`config.mk`:
```
export PLATFORM = sky130hd
export DESIGN_NAME = pe_status_reg
export DESIGN_NICKNAME = d
export VERILOG_FILES = /design/src/rtl/pe_status_pkg.sv /design/src/rtl/pe_op_engine.sv /design/src/rtl/pe_err_flags.sv /design/src/rtl/pe_read_port.sv /design/src/rtl/pe_status_reg.sv
export SDC_FILE = /design/constraint.sdc
export NUM_CORES = 1
export LEC_CHECK = 0
export ABC_AREA = 1
export BUFFER_PORTS_ARGS = -buffer_cell sky130_fd_sc_hd__buf_4
export CORE_MARGIN = 2
export CORE_UTILIZATION = 55
export CTS_BUF_LIST = sky130_fd_sc_hd__clkbuf_4 sky130_fd_sc_hd__clkbuf_8
export CTS_CLUSTER_DIAMETER = 200
export CTS_CLUSTER_SIZE = 20
export DETAILED_ROUTE_END_ITERATION = 8
export HOLD_SLACK_MARGIN = 0.05
export PLACE_DENSITY_LB_ADDON = 0.05
export SLEW_MARGIN = 25
export SYNTH_ARGS = -nofsm -noshare
export SYNTH_HDL_FRONTEND = slang
export SYNTH_SLANG_ARGS = --single-unit
export TNS_END_PERCENT = 100
```
`constraint.sdc`:
```
create_clock -name clk -period 4.3 [get_ports clk]
set_input_delay 0.215 -clock clk [delete_from_list [all_inputs] [get_ports clk]]
set_output_delay 0.215 -clock clk [all_outputs]
set_load 0.02 [all_outputs]
```
`src/rtl/pe_status_pkg.sv`:
```
package pe_status_pkg;
  typedef enum logic [1:0] {
    ENG_IDLE = 2'd0,
    ENG_RUN  = 2'd1,
    ENG_SUSP = 2'd2
  } eng_state_e;

  // indices into the sticky error vector
  localparam int unsigned ERR_N    = 4;
  localparam int unsigned ERR_PROT = 0;
  localparam int unsigned ERR_VPP  = 1;
  localparam int unsigned ERR_PGM  = 2;
  localparam int unsigned ERR_ERS  = 3;
endpackage

```
`src/rtl/pe_op_engine.sv`:
```
module pe_op_engine
  import pe_status_pkg::*;
#(
  parameter int unsigned OP_CYCLES    = 2000,
  parameter int unsigned GRANT_CYCLES = 500
) (
  input  logic clk,
  input  logic rst_n,
  input  logic start,
  input  logic start_erase,
  input  logic suspend,
  input  logic resume,
  output logic idle,
  output logic running,
  output logic parked,
  output logic kind_erase,
  output logic finish
);
  localparam int unsigned CW = $clog2(OP_CYCLES + 1);
  localparam int unsigned GW = $clog2(GRANT_CYCLES + 1);

  eng_state_e      state_q;
  logic [CW-1:0]   rem_q;
  logic [GW-1:0]   win_q;
  logic            pend_q;
  logic            kind_q;

  assign idle       = (state_q == ENG_IDLE);
  assign running    = (state_q == ENG_RUN);
  assign parked     = (state_q == ENG_SUSP);
  assign kind_erase = kind_q;
  assign finish     = running && (rem_q == CW'(1));

  always_ff @(posedge clk) begin
    if (!rst_n) begin
      state_q <= ENG_IDLE;
      rem_q   <= '0;
      win_q   <= '0;
      pend_q  <= 1'b0;
      kind_q  <= 1'b0;
    end else begin
      unique case (state_q)
        ENG_IDLE: begin
          if (start) begin
            state_q <= ENG_RUN;
            rem_q   <= CW'(OP_CYCLES);
            kind_q  <= start_erase;
            pend_q  <= 1'b0;
          end
        end
        ENG_RUN: begin
          if (finish) begin
            state_q <= ENG_IDLE;
            pend_q  <= 1'b0;
          end else begin
            rem_q <= rem_q - CW'(1);
            if (pend_q) begin
              if (win_q == GW'(1)) begin
                state_q <= ENG_SUSP;
                pend_q  <= 1'b0;
              end else begin
                win_q <= win_q - GW'(1);
              end
            end else if (suspend) begin
              pend_q <= 1'b1;
              win_q  <= GW'(GRANT_CYCLES);
            end
          end
        end
        ENG_SUSP: begin
          if (resume) state_q <= ENG_RUN;
        end
        default: state_q <= ENG_IDLE;
      endcase
    end
  end
endmodule

```
`src/rtl/pe_err_flags.sv`:
```
module pe_err_flags
  import pe_status_pkg::*;
(
  input  logic             clk,
  input  logic             rst_n,
  input  logic             clear,
  input  logic [ERR_N-1:0] set_v,
  output logic [ERR_N-1:0] flags
);
  for (genvar i = 0; i < ERR_N; i++) begin : g_flag
    logic bit_q;
    always_ff @(posedge clk) begin
      if (!rst_n) bit_q <= 1'b0;
      else        bit_q <= set_v[i] | (bit_q & ~clear);
    end
    assign flags[i] = bit_q;
  end
endmodule

```
`src/rtl/pe_read_port.sv`:
```
module pe_read_port #(
  parameter int unsigned W = 8
) (
  input  logic         clk,
  input  logic         rst_n,
  input  logic         req_valid,
  output logic         req_ready,
  input  logic [W-1:0] word_in,
  output logic         out_valid,
  input  logic         out_ready,
  output logic [W-1:0] out_data
);
  assign req_ready = !out_valid || out_ready;

  always_ff @(posedge clk) begin
    if (!rst_n) begin
      out_valid <= 1'b0;
      out_data  <= '0;
    end else if (req_valid && req_ready) begin
      out_valid <= 1'b1;
      out_data  <= word_in;
    end else if (out_ready) begin
      out_valid <= 1'b0;
    end
  end
endmodule

```
`src/rtl/pe_status_reg.sv`:
```
module pe_status_reg
  import pe_status_pkg::*;
#(
  parameter int unsigned OP_CYCLES    = 2000,
  parameter int unsigned GRANT_CYCLES = 500
) (
  input  logic       clk,
  input  logic       rst_n,
  input  logic       cmd_prog,
  input  logic       cmd_erase,
  input  logic       cmd_suspend,
  input  logic       cmd_resume,
  input  logic       cmd_clear,
  input  logic       blk_locked,
  input  logic       vpp_fault,
  input  logic       op_fault,
  input  logic       rd_req_valid,
  output logic       rd_req_ready,
  output logic       st_valid,
  input  logic       st_ready,
  output logic [7:0] st_data
);
  logic             eng_idle, eng_running, eng_parked, eng_kind, eng_finish;
  logic             cmd_any, want_erase, accept, start;
  logic [ERR_N-1:0] err_set, err_q;
  logic [7:0]       word;

  assign cmd_any    = cmd_prog | cmd_erase;
  assign want_erase = ~cmd_prog & cmd_erase;
  assign accept     = cmd_any & eng_idle;
  assign start      = accept & ~err_q[ERR_PROT] & ~blk_locked & ~vpp_fault;

  assign err_set[ERR_PROT] = accept & ~err_q[ERR_PROT] & blk_locked;
  assign err_set[ERR_VPP]  = accept & ~err_q[ERR_PROT] & ~blk_locked & vpp_fault;
  assign err_set[ERR_PGM]  = (accept & err_q[ERR_PROT] & ~want_erase)
                           | (eng_finish & ~eng_kind & op_fault);
  assign err_set[ERR_ERS]  = (accept & err_q[ERR_PROT] & want_erase)
                           | (eng_finish & eng_kind & op_fault);

  pe_op_engine #(
    .OP_CYCLES    (OP_CYCLES),
    .GRANT_CYCLES (GRANT_CYCLES)
  ) u_engine (
    .clk         (clk),
    .rst_n       (rst_n),
    .start       (start),
    .start_erase (want_erase),
    .suspend     (cmd_suspend),
    .resume      (cmd_resume),
    .idle        (eng_idle),
    .running     (eng_running),
    .parked      (eng_parked),
    .kind_erase  (eng_kind),
    .finish      (eng_finish)
  );

  pe_err_flags u_flags (
    .clk   (clk),
    .rst_n (rst_n),
    .clear (cmd_clear),
    .set_v (err_set),
    .flags (err_q)
  );

  assign word = {~eng_running,
                 eng_parked & eng_kind,
                 err_q[ERR_ERS],
                 err_q[ERR_PGM],
                 err_q[ERR_VPP],
                 eng_parked & ~eng_kind,
                 err_q[ERR_PROT],
                 1'b0};

  pe_read_port #(.W(8)) u_rdport (
    .clk       (clk),
    .rst_n     (rst_n),
    .req_valid (rd_req_valid),
    .req_ready (rd_req_ready),
    .word_in   (word),
    .out_valid (st_valid),
    .out_ready (st_ready),
    .out_data  (st_data)
  );
endmodule

```
==> impl_metrics.env <==
export IMPL_cpMostUsedCell="inv_1"
export IMPL_viasPerCell=5.230
export IMPL_die_area_um2=4102
export IMPL_coreArea_um2=3390
export IMPL_cp_required_ps=4490
export IMPL_drc=0
export IMPL_wirelength_um=4240
export IMPL_period_minus_slack_ps=1698
export IMPL_avgRoutedWirePerCell_um=11.75
export IMPL_power_ir_vdd_worst_mv=0.4324
export IMPL_synthArstFlopShare=0
export IMPL_dieWidth_um=64.05
export IMPL_nets=330
export IMPL_skew_ps=6.598
export IMPL_total_power_mw=1.424
export IMPL_max_freq_mhz=589.0
export IMPL_crit_path_end_kind="flip-flop"
export IMPL_dp_hpwl_um=3034
export IMPL_slowest_delay_ps=340
export IMPL_clkTransAtPathRegs_ps=110
export IMPL_ctsResizeCount=0
export IMPL_cts_tree="done"
export IMPL_antenna_left=0
export IMPL_post_cts_buffers=0
export IMPL_rsz0062_at_grt="no"
export IMPL_arrival_ps=1890
export IMPL_synth_fp_nets=310
export IMPL_synth_edff_count=0
export IMPL_root_buffer="clkbuf_4"
export IMPL_timing_rr_start="u_engine.rem_q[1]$_SDFFE_PN0P_"
export IMPL_cp_slowest_cell="dfxtp_1"
export IMPL_min_path_type="in2reg"
export IMPL_path_class="reg2reg"
export IMPL_netlist_area_um2=1983
export IMPL_hold_viol=0
export IMPL_vias=1888
export IMPL_syn_to_final_growth_pct=13.00
export IMPL_hp_start="blk_locked"
export IMPL_grt_overflow=0
export IMPL_ys_seq_area_frac=0.3634
export IMPL_dpl_instance_area_um2=2146
export IMPL_num_antenna_cells=0
export IMPL_path_cells="inv_1, ha_1, inv_1, nor2_1, nand3_2, o21bai_4, nand2_4, o21ai_1, a21oi_1"
export IMPL_power_density_nw_per_um2=635.3
export IMPL_firstDrtPassIters=4
export IMPL_worstSetupStartpointType="flip-flop"
export IMPL_grt_pass1_vias=1741
export IMPL_clock_latency_ps=340
export IMPL_syn_inst=294
export IMPL_ys_flop_type="dfxtp_1"
export IMPL_slew_violations=0
export IMPL_port_buffer_count=20
export IMPL_cp_max_fo=15
export IMPL_crit_buf_inv=2
export IMPL_ios=22
export IMPL_avgSynthCellArea_um2=6.745
export IMPL_synth_cell_types=32
export IMPL_dr_first_iter_drc_count=129
export IMPL_max_cap_viol_count=0
export IMPL_cts_buffers=5
export IMPL_start_util=0.5851
export IMPL_clockBufferDepth=2
export IMPL_drive_above_1_share=0.1397
export IMPL_num_rows=21
export IMPL_setup_viol=0
export IMPL_p_leak_nw=0.9638
export IMPL_crit_start="u_engine.rem_q[1]$_SDFFE_PN0P_"
export IMPL_cts_hold_buf=0
export IMPL_cts_sinks=36
export IMPL_period_share=0.3948
export IMPL_tightestPinTransition_ps=829.4
export IMPL_grt_use_total=0.2290
export IMPL_hold_worst_slack_ps=137.9
export IMPL_antenna_found_initial=0
export IMPL_grt_first_pass_wirelength_um=7527
export IMPL_place_congestion=0.8240
export IMPL_cts_max_level=2
export IMPL_yosys_warnings=0
export IMPL_die_h_um=64.05
export IMPL_status="finished clean"
export IMPL_cp_top_family="compound AO/OA/AOI/OAI gates"
export IMPL_slew_headroom=0.4465
export IMPL_design_area_um2=2241
export IMPL_grt_max_degree=25
export IMPL_yosys_register_bits=36
export IMPL_finalSetupTns_ps=0
[power by group]
| part | internal [mW] | switching, mW | total (mW) |
|---|---|---|---|
| logic | 0.239 | 0.416 | 0.655 |
| registers | 0.410 | 0.0915 | 0.501 |
| clock network | 0.154 | 0.113 | 0.267 |
[layer usage]
layer,vias to the layer above,global-route usage,routed length [um]
li1,1007,-,-
met1,837,0.2943,2089
met2,40,0.3828,1915
met3,4,0.04577,188
met4,0,0.07609,46
met5,-,0,0
[synthesized netlist by cell type, types with 3 or more instances]
| cell | instances | share of area |
|---|---|---|
| a21oi_1 | 30 | 0.076 |
| clkbuf_1 | 4 | 0.0076 |
| dfxtp_1 | 36 | 0.36 |
| ha_1 | 4 | 0.025 |
| inv_1 | 28 | 0.053 |
| inv_2 | 3 | 0.0057 |
| nand2_1 | 57 | 0.11 |
| nand3_1 | 41 | 0.10 |
| nand3b_1 | 4 | 0.015 |
| nand4_1 | 4 | 0.013 |
| nor2_1 | 40 | 0.076 |
| nor2_2 | 4 | 0.013 |
| nor3_1 | 3 | 0.0076 |
| o21ai_0 | 11 | 0.028 |
| o21ai_1 | 4 | 0.010 |
[registers in the layout, indices dropped and copies added (netlist names)]
| name | cells |
|---|---|
| u_engine.win_q | 9 |
| u_engine.rem_q | 11 |
| u_engine.kind_erase | 1 |
| u_engine.pend_q | 1 |
| u_rdport.out_valid | 1 |
| u_rdport.out_data | 7 |
| u_flags.g_flag.bit_q | 4 |
| u_engine.state_q | 2 |
[cell usage in the layout (no fill, tap or decap)]
cell type / count
nand2_1: 57
nand3_1: 41
nor2_1: 40
dfxtp_1: 36
a21oi_1: 30
inv_1: 28
buf_4: 20
o21ai_0: 11
clkbuf_4: 5
nor2_2: 4
o21ai_1: 4
nand4_1: 4
nand3b_1: 4
ha_1: 4
inv_2: 3
nor3_1: 3
nand3_2: 2
nand2_2: 2
o211ai_1: 2
clkbuf_8: 2
nor2_8: 1
o21bai_4: 1
nand2_4: 1
xnor2_1: 1
o21a_1: 1
clkinv_1: 1
o22ai_1: 1
nor2_4: 1
o211a_1: 1
and3_1: 1
or2_2: 1
conb_1: 1
bufinv_16: 1
[stage by stage]
stage | worst slack, ps | utilization | instances
3_5_place_dp | 2642 | 0.6331 | 353
5_1_grt | 2491 | 0.6611 | 361
3_3_place_gp | 2703 | 0.6331 | 353
2_1_floorplan | 2783 | - | 294
4_1_cts | 2610 | 0.6611 | 361
6_report | 2602 | 0.6611 | 361
[logic make-up (layout without fill, tap and decap cells)]
group           count (synthesis)  after routing  share of synthesized area
other cells                     1              1                   0.001891
xor+xnor                        1              1                   0.004417
buf+inv                        39             60                    0.08328
flops                          36             36                     0.3634
simple gates                  162            162                     0.3792
fa+ha+maj                       4              4                    0.02524
compound gates                 51             51                     0.1426
[worst register-to-register path, delay by kind of cell, from the launching register on]
family,cells,cell delay [ps]
DFF,1,340
and+or+nand+nor,3,400
adders and majority gates,1,170
AOI/OAI and AO/OA,3,520
buffers and inverters,2,120
[worst paths after layout]
kind / slack, ps / endpoint / cells after the start
max: 2600 / u_engine.rem_q[4]$_SDFFE_PN0P_ / 9
min: 140 / u_flags.g_flag[0].bit_q$_SDFF_PN0_ / 3
max reg2reg: 2600 / u_engine.rem_q[4]$_SDFFE_PN0P_ / 9
min reg2reg: 470 / u_flags.g_flag[1].bit_q$_SDFF_PN0_ / 2
[layout make-up]
| class | count | area, um^2 |
|---|---|---|
| sequential | 36 | 720.7 |
| clock buffer | 7 | 65.06 |
| tap | 46 | 57.56 |
| inverter | 32 | 120.1 |
| fill | 318 | 1149 |
| timing repair buffer | 20 | 150.1 |
| multi-input combinational | 219 | 1097 |
| clock inverter | 1 | 30.03 |
(Power assumes the default switching activity.)
